==> src/rtl/sdbg_pkg.sv <==
// Package: shared constants, types and the register map for the debug sequencer.
// Assumes 16-bit words, a 12-bit register code and a 32-bit result.
package sdbg_pkg;

    localparam int unsigned WORD_W = 16;
    localparam int unsigned CODE_W = 12;
    localparam int unsigned RES_W  = 2 * WORD_W;
    localparam int unsigned FRM_W  = WORD_W + 1;

    localparam logic [WORD_W-1:0] OP_NOP   = 16'h0000;
    localparam logic [WORD_W-1:0] OP_CRRD  = 16'h2980;

    localparam logic [FRM_W-1:0] FRM_NOTRDY = {1'b1, 16'h0000};
    localparam logic [FRM_W-1:0] FRM_DONE   = {1'b0, 16'hFFFF};
    localparam logic [FRM_W-1:0] FRM_ERR    = {1'b1, 16'h0001};

    typedef enum logic [1:0] {K_NOP, K_CRRD, K_BAD} cmd_kind_t;

    typedef enum logic [2:0] {
        S_IDLE, S_ADDR_HI, S_ADDR_LO, S_WAIT, S_RES_HI, S_RES_LO
    } seq_state_t;

    typedef struct packed {
        logic [CODE_W-1:0] code;
        logic [5:0]        width;
    } map_ent_t;

    localparam int unsigned MAP_N = 11;

    localparam map_ent_t REG_MAP [MAP_N] = '{
        '{12'h002, 6'd32}, '{12'h004, 6'd32}, '{12'h005, 6'd32},
        '{12'h801, 6'd32}, '{12'h804, 6'd8},  '{12'h805, 6'd16},
        '{12'h806, 6'd32}, '{12'h80E, 6'd16}, '{12'h80F, 6'd32},
        '{12'hC04, 6'd32}, '{12'hC0F, 6'd32}
    };

endpackage

==> src/rtl/sdbg_cmd_decode.sv <==
// Command decoder: classifies a command word as no-op, control-register read or bad.
// Assumes only the two defined opcodes; all other words are bad.
module sdbg_cmd_decode
    import sdbg_pkg::*;
(
    input  logic [WORD_W-1:0] word_i,
    output cmd_kind_t         kind_o
);

    // Map the word onto a command kind.
    always_comb begin
        if (word_i == OP_NOP)       kind_o = K_NOP;
        else if (word_i == OP_CRRD) kind_o = K_CRRD;
        else                        kind_o = K_BAD;
    end

endmodule

==> src/rtl/sdbg_regmap.sv <==
// Register map lookup: reports whether a code is mapped and gives the
// zero-extension mask for its width. Assumes a sparse map from the package.
module sdbg_regmap
    import sdbg_pkg::*;
(
    input  logic [CODE_W-1:0] code_i,
    output logic              hit_o,
    output logic [RES_W-1:0]  mask_o
);

    // Search the map for the code and build the mask from its width.
    always_comb begin
        hit_o  = 1'b0;
        mask_o = '0;
        for (int i = 0; i < MAP_N; i++) begin
            if (REG_MAP[i].code == code_i) begin
                hit_o = 1'b1;
                if (int'(REG_MAP[i].width) >= RES_W)
                    mask_o = '1;
                else
                    mask_o = (RES_W'(1) << REG_MAP[i].width) - RES_W'(1);
            end
        end
    end

endmodule

==> src/rtl/sdbg_seq.sv <==
// Debug command sequencer top. It decodes word commands, collects the
// two address words of a control-register read, requests the register and
// returns frames one shift late. Assumes rd_ack arrives only while rd_req is high.
module sdbg_seq
    import sdbg_pkg::*;
(
    input  logic              clk,
    input  logic              rst_n,
    input  logic              sh_valid,
    input  logic [15:0]       sh_word,
    output logic              rsp_stat,
    output logic [15:0]       rsp_data,
    output logic              rd_req,
    output logic [11:0]       rd_code,
    input  logic              rd_ack,
    input  logic [31:0]       rd_data
);

    seq_state_t          st;
    logic [FRM_W-1:0]    frame;
    logic [WORD_W-1:0]   lo_hold;
    logic [CODE_W-1:0]   code_q;
    cmd_kind_t           kind;
    logic [CODE_W-1:0]   look_code;
    logic                map_hit;
    logic [RES_W-1:0]    map_mask;
    logic [RES_W-1:0]    masked;

    sdbg_cmd_decode u_dec (
        .word_i (sh_word),
        .kind_o (kind)
    );

    // Look up the incoming code while it arrives, and the held code afterwards.
    assign look_code = (st == S_ADDR_LO) ? sh_word[CODE_W-1:0] : code_q;

    sdbg_regmap u_map (
        .code_i (look_code),
        .hit_o  (map_hit),
        .mask_o (map_mask)
    );

    // Zero-extend the returned value to the register width.
    assign masked = rd_data & map_mask;

    // Sequencer state, outgoing frame and held result half.
    always_ff @(posedge clk) begin
        if (!rst_n) begin
            st      <= S_IDLE;
            frame   <= FRM_NOTRDY;
            lo_hold <= '0;
            code_q  <= '0;
        end else begin
            case (st)
                S_IDLE, S_RES_LO: begin
                    if (sh_valid) begin
                        case (kind)
                            K_NOP: begin
                                frame <= FRM_DONE;
                                st    <= S_IDLE;
                            end
                            K_CRRD: begin
                                frame <= FRM_NOTRDY;
                                st    <= S_ADDR_HI;
                            end
                            default: begin
                                frame <= FRM_ERR;
                                st    <= S_IDLE;
                            end
                        endcase
                    end
                end
                S_ADDR_HI: begin
                    if (sh_valid) st <= S_ADDR_LO;
                end
                S_ADDR_LO: begin
                    if (sh_valid) begin
                        code_q <= sh_word[CODE_W-1:0];
                        if (map_hit) begin
                            st <= S_WAIT;
                        end else begin
                            frame <= FRM_ERR;
                            st    <= S_IDLE;
                        end
                    end
                end
                S_WAIT: begin
                    if (rd_ack) begin
                        frame   <= {1'b0, masked[RES_W-1:WORD_W]};
                        lo_hold <= masked[WORD_W-1:0];
                        st      <= S_RES_HI;
                    end
                end
                S_RES_HI: begin
                    if (sh_valid) begin
                        frame <= {1'b0, lo_hold};
                        st    <= S_RES_LO;
                    end
                end
                default: begin
                    st    <= S_IDLE;
                    frame <= FRM_NOTRDY;
                end
            endcase
        end
    end

    // Drive the ports from the held state.
    assign rsp_stat = frame[FRM_W-1];
    assign rsp_data = frame[WORD_W-1:0];
    assign rd_req   = (st == S_WAIT);
    assign rd_code  = code_q;

    // a no-op taken at a command slot gives the complete frame next.
    a_r2_nop_done: assert property (@(posedge clk) disable iff (!rst_n)
        (sh_valid && (st == S_IDLE || st == S_RES_LO) && sh_word == OP_NOP)
        |=> ({rsp_stat, rsp_data} == FRM_DONE && !rd_req));

    // the frame is quiet without a shift or acknowledge.
    a_r3_frame_quiet: assert property (@(posedge clk) disable iff (!rst_n)
        (!sh_valid && !rd_ack) |=> $stable({rsp_stat, rsp_data}));

    // the request is held with a stable code until acknowledged.
    a_r5_req_held: assert property (@(posedge clk) disable iff (!rst_n)
        (rd_req && !rd_ack) |=> (rd_req && $stable(rd_code)));

    // a pending read always shows not-ready.
    a_r6_wait_notready: assert property (@(posedge clk) disable iff (!rst_n)
        rd_req |-> (rsp_stat && rsp_data == 16'h0000));

    // an unmapped code never raises a request.
    a_r9_no_req_unmapped: assert property (@(posedge clk) disable iff (!rst_n)
        (st == S_ADDR_LO && sh_valid && !map_hit) |=> (!rd_req && rsp_stat && rsp_data == 16'h0001));

    // result frames carry a clear status bit.
    a_r7_result_status: assert property (@(posedge clk) disable iff (!rst_n)
        (rd_req && rd_ack) |=> !rsp_stat);

endmodule

==> config.mk <==
export PLATFORM = sky130hd
export DESIGN_NAME = sdbg_seq
export DESIGN_NICKNAME = d
export VERILOG_FILES = /design/src/rtl/sdbg_pkg.sv /design/src/rtl/sdbg_cmd_decode.sv /design/src/rtl/sdbg_regmap.sv /design/src/rtl/sdbg_seq.sv
export SDC_FILE = /design/constraint.sdc
export NUM_CORES = 1
export LEC_CHECK = 0
export BUFFER_PORTS_ARGS = -buffer_cell sky130_fd_sc_hd__buf_2
export CELL_PAD_IN_SITES_DETAIL_PLACEMENT = 0
export CELL_PAD_IN_SITES_GLOBAL_PLACEMENT = 1
export CORE_MARGIN = 2
export CORE_UTILIZATION = 41
export CTS_CLUSTER_DIAMETER = 40
export DETAILED_ROUTE_END_ITERATION = 8
export GPL_TIMING_DRIVEN = 0
export PLACE_DENSITY = 0.86
export SYNTH_ARGS = -nofsm -noshare
export SYNTH_HDL_FRONTEND = slang
export SYNTH_SLANG_ARGS = --single-unit
==> constraint.sdc <==
create_clock -name clk -period 9.1 [get_ports clk]
set_input_delay 2.275 -clock clk [delete_from_list [all_inputs] [get_ports clk]]
set_output_delay 2.275 -clock clk [all_outputs]
set_load 0.05 [all_outputs]
# Yosys cells after proc, flatten, opt, wreduce, memory -nomap -nowiden
# Index checks and enable logic that the tools add are counted.
# totals
word_cells	78
reg_bits	48
input_bits	52
out_inout_bits	30
# op_classes
reduce_logical	8
eq_ne	24
bitwise_logic	2
muxes	40
# op_table
cell	count
$mux W32	11
$eq A12 B12 Y1 const A	8
$mux W17	5
$pmux W17 S5	1
$pmux W17 S2	1
$and A32 B32 Y32	1
$eq A3 B12 Y1 const A	2
$eq A16 B14 Y1 const B	1
$logic_not A16 Y1	1
$mux W3	5
$pmux W3 S5	1
$eq A2 B12 Y1 const A	1
$mux W1	12
$mux W12	1
$ne A2 B2 Y1 const B	5
$eq A3 B2 Y1 const B	2
$eq A3 B3 Y1 const B	2
$mux W2	3
$reduce_and A6 Y1	1
$reduce_and A5 Y1	1
$reduce_and A2 Y1	2
$eq A3 B1 Y1 const B	1
$logic_not A3 Y1	1
$eq A2 B1 Y1 const B	1
4 further kinds	4

# Longest topological paths before layout
# logic_depth
depth_word	17
ltp_mapped	10
mapped_depth_nobuf	6

# Cells and area by module
# Synthesis repeated with hierarchy kept, for this count alone.
# unflattened
hier_cells	318
area_unflattened_um2	2748.9
# modules_own_cells
module	area_each_um2	cells_each	seq_area_each_um2	instances
sdbg_seq	2289.7	253	960.9	1
sdbg_regmap	405.4	58	0.0	1
sdbg_cmd_decode	53.8	7	0.0	1

# Worst setup path after synthesis
# Ideal clock, no wire load.
# synth_path
path_kind	input port to flip-flop
start	input sh_word[1]
end	register frame[4]
arrival_time_ns	4.438
stages	9
setup_time_ns	0.092
t_required_ns	9.008
slack_ns	4.570
cell_sequence	buf_2 > or4_1 > or3_1 > clkbuf_1 > nor4_4 > buf_4 > a21o_1 > nor4_1 > o32ai_1
# synth_via
elab_chain_len	16
# synth_lines
item	line_no	source
start, declared	sdbg_seq.sv:10	input logic [15:0] sh_word,
$mux W12	sdbg_seq.sv:35	assign look_code = (st == S_ADDR_LO) ? sh_word[CODE_W-1:0] : code_q;
$eq A2 B12 Y1	sdbg_regmap.sv:16	if (REG_MAP[i].code == code_i) begin
$mux W32 (11 in a row)	sdbg_regmap.sv:16	
$and A32 B32 Y32	sdbg_seq.sv:44	assign masked = rd_data & map_mask;
$mux W17	sdbg_seq.sv:88	if (rd_ack) begin
$pmux W17 S5	sdbg_seq.sv:54	case (st)
end signal, assigned	sdbg_seq.sv:89	frame <= {1'b0, masked[RES_W-1:WORD_W]};
end signal, assigned	sdbg_seq.sv:96	frame <= {1'b0, lo_hold};
end, declared	sdbg_seq.sv:20	logic [FRM_W-1:0] frame;
# Several ways; a longest one is shown, not always the timed one. The select of a mux whose other input is x is not followed.
# A chain may end at the register's enable or synchronous reset.

# Worst setup path in the final report
# layout_path
start	register st[0]
end	output rd_req
# layout_via
elab_chain_len	1
# layout_lines
item	line_no	source
start, declared	sdbg_seq.sv:19	seq_state_t st;
start signal, assigned	sdbg_seq.sv:49	st <= S_IDLE;
start signal, assigned	sdbg_seq.sv:60	st <= S_IDLE;
start signal, assigned	sdbg_seq.sv:64	st <= S_ADDR_HI;
$eq A3 B2 Y1	sdbg_seq.sv:111	assign rd_req = (st == S_WAIT);
end, declared	sdbg_seq.sv:13	output logic rd_req,
# No other way between the ends.

==> key figures <==
Run status
  • Status: finished, final reports clean

Worst hold path
  • Hold Path Origin: frame[3]
  • Number of instances on the worst hold path: 2
  • Hold Crit Endpoint: frame[3]
  • Hold crit path type: register to register

Worst setup path
  • Register-to-register setup slack: around 5.9 ns
  • Delay of the slowest cell on the worst path: between 0.6 and 0.7 ns
  • Element type at the critical path end: output port
  • Length in cells of the worst reg-to-reg path: 6
  • Number of buffer and inverter stages on the critical path: 4
  • Reg2reg start: rd_code[4]
  • Critical Path Most Common Cell: clkbuf_1
  • Worst flop-to-flop path endpoint: frame[7]
  • Delay-heaviest family, CP: buffers and inverters
  • WS Path Type: register to output port
  • Arrival time reported for the critical path endpoint: between 2 and 3 ns
  • Largest fanout of any net on the critical path: 10
  • Cell with the biggest individual delay on the critical path: nor2_1
  • Critical path launch point type: register
  • Required arrival time at the worst endpoint: 6.83 ns
  • Worst-path cell chain: clkbuf_1 > inv_1 > nor2_1 > clkbuf_1 > buf_2

Synth
  • Post-Synth XOR/XNOR Area: 0.00312
  • Top cell type by total area after synthesis: dfxtp_1
  • Post-synth design cell area: 2800 um^2
  • Synth Flop Type: dfxtp_1
  • Post-synthesis adder-cell area fraction: 0.00357
  • Asr flop ratio synth: 0
  • Area share of the leading cell type in the synthesized netlist: 0.343
  • Dominant combinational cell family by area after synthesis: compound AO/OA/AOI/OAI gates
  • Register bit count reported by yosys: 48
  • Count of distinct cell types in the synthesized netlist: 56
  • Synthesized netlist net count: about 380
  • Post-synthesis sequential area ratio: 0.343
  • Fraction of the mapped netlist area in compound gates: 0.333
  • Biggest area contributors in the synthesized netlist: dfxtp_1, a21oi_1, o32ai_2
  • Post-synthesis average cell area: 8.65 um^2
  • Multiplexer share of the synthesized area: 0.0272
  • Total number of yosys warnings: 0
  • Post-synth EDFFs: 0
  • Share of synthesized cell area in and, or, nand and nor gates: 0.224
  • Post-synthesis instance total: approximately 320

Power
  • Pwr Density: around 120 nW/um^2
  • Maximum resistive drop on vdd: ~0.077 mV
  • Pleak: ~1.4 nW

Route
  • Iteration count of the initial detailed-routing pass: 5
  • Iteration-0 DRC Markers: 232
  • Wire per inst: roughly 16 um
  • Routed vias/inst: approximately 6
  • Total via count after detailed routing: 2871
  • Antenna viol nets, final: 0
  • Final routed DRC violation total: 0
  • Total detailed-routing wirelength: slightly below 8000 um

Clock tree
  • CTS clock-pin slew for the worst setup and hold paths: about 0.10 ns
  • Clock Latency Late Sink: just over 0.3 ns
  • Count of hold buffers inserted by post-cts repair: 0
  • Clock tree from TritonCTS: done
  • Clock root buffer: clkbuf_8
  • # resized after CTS: 0
  • TritonCTS Buffers: 5
  • H-tree levels: 2
  • CTS sink count: 48
  • Max Root-Sink Buffers: 2
  • Post-CTS Setup Repair Bufs: 0

Timing
  • Number of hold-slack violations in the final timing report: 0
  • Final setup fails: 0
  • Remaining max-slew budget at the tightest pin: 0.278
  • Part of the cycle the worst path needs: 0.551
  • Clock skew after layout: about 0.017 ns
  • Minimum clock period: 5.01 ns
  • Worst Hold Margin: between 0.4 and 0.5 ns
  • Max-slew violation count: 0
  • Final total negative setup slack: 0 ns
  • Final worst setup slack: between 4 and 5 ns
  • RSZ-0062 raised after global routing: no
  • Slew at the pin closest to its max-slew limit: ~1.1 ns
  • Achievable frequency: between 0.15 and 0.2 GHz

Finish
  • Final antenna diode count: 0
  • Area grow syn2layout: 20.4%
  • Most frequent standard cell in the layout excluding fill and tap cells: buf_2
  • Leading cell types in the layout, fill and taps excluded: buf_2, dfxtp_1, nand2_1
  • Ratio of cells with drive above 1 in the final layout: 0.289
  • Number of filler cells placed in the layout: 659
  • Fin nets: 461

GRT
  • Largest net degree at the start of global routing: 15
  • Leftover overflow at the end of global routing: 0
  • GRT Overall Usage: 0.208
  • Number of antenna violations at the first check in global routing: 0
  • Via count of the first global-routing pass: about 2600
  • First-pass GRT wire length: ~13000 um

Floorplan
  • Die Outline Area: approximately 7500 um^2
  • Width of the die: between 80 and 90 um
  • Number of primary I/O pins: slightly above 80
  • Number of rows in the core area: 30
  • Y dimension of the die: 86.7 um
  • Initial Utilization: 0.417
  • Core ar.: between 6000 and 7000 um^2

Placement
  • Pre-CTS setup slack: roughly 4.0 ns
  • Final HPWL DP: slightly below 6000 um
  • Weighted congestion at the end of routability-driven global placement: between 0.8 and 0.9
  • Count of input and output buffers: 78

Flow run
  • Max_cap viols: 0
-- worst min-delay path: stages (launching register included) --
cell and delay, ns:
dfxtp_1 0.32, inv_1 0.05, o32ai_1 0.05
-- cell usage after synthesis (2+ instances only) --
master / number
nor3b_1: 2
and2_1: 2
nor3_1: 8
nand2_1: 40
a32o_1: 8
a221oi_1: 3
nand4_1: 7
a22o_1: 8
mux4_2: 2
a21o_1: 16
or2_2: 2
mux2i_1: 2
o32ai_2: 10
o21ai_0: 3
dfxtp_1: 48
o32ai_1: 8
buf_4: 3
nand3_1: 6
nor2b_1: 6
o211a_1: 2
o211ai_1: 4
clkbuf_1: 14
inv_1: 19
a21oi_1: 35
a22oi_1: 3
buf_2: 5
or4_1: 4
nor4_1: 18
nor2_1: 9
-- state kept, by name (all words and copies together), names as in the netlist --
signal,count
lo_hold,16
frame,17
rd_code,12
st,3
-- stage by stage --
step                      total power (W)  instance area, um^2  instances  utilization
after floorplan                  0.000250                 2800        324            -
after global placement           0.000272                 3290        482        0.490
after detailed placement         0.000272                 3290        482        0.490
after CTS                        0.000396                 3380        489        0.502
after global routing             0.000408                 3380        489        0.502
final                            0.000393                 3380        489        0.502
-- routing by layer --
layer / wire [um] / track usage / share of wire
met1: 3680 / 0.311 / 0.47
met2: 3710 / 0.314 / 0.47
met3: 379 / 0.0324 / 0.048
met4: 73 / 0.0497 / 0.0093
met5: 0 / 0 / 0
-- final cells by class --
cell class	instances	area [um^2]	area share
clock inverter	2	12.5	0.00371
clock buffer	5	68.8	0.0204
tap	80	100	0.0297
timing repair buffer	78	390	0.116
buffer	23	111	0.0330
multi-input combinational	233	1660	0.491
inverter	20	75.1	0.0222
sequential	48	961	0.285
-- worst max-delay path by stage --
stage / endpoint / cells past startpoint / from / slack [ns]
6_report: rd_req / 5 / st[0] / 4.09
5_1_grt: rd_req / 5 / st[0] / 3.91
4_1_cts: rd_req / 5 / st[0] / 4.06
3_5_place_dp: frame[7] / 7 / sh_word[4] / 4.01
3_3_place_gp: frame[8] / 7 / sh_word[4] / 3.97
2_1_floorplan: frame[4] / 9 / sh_word[1] / 4.57
-- cells by family (layout without fill, tap and decap cells) --
group / count (synthesis) / after routing
mux: 5 / 5
flops: 48 / 48
simple gates: 115 / 115
buf+inv: 43 / 128
xor+xnor: 1 / 1
fa+ha+maj: 1 / 1
compound gates: 111 / 111
-- power by group --
group / internal, W / total (W) / switching (W)
registers: 0.000212 / 0.000214 / 0.00000219
logic: 0.0000197 / 0.0000535 / 0.0000337
clock network: 0.0000522 / 0.000126 / 0.0000735
Power figures use the tool's default switching activity.
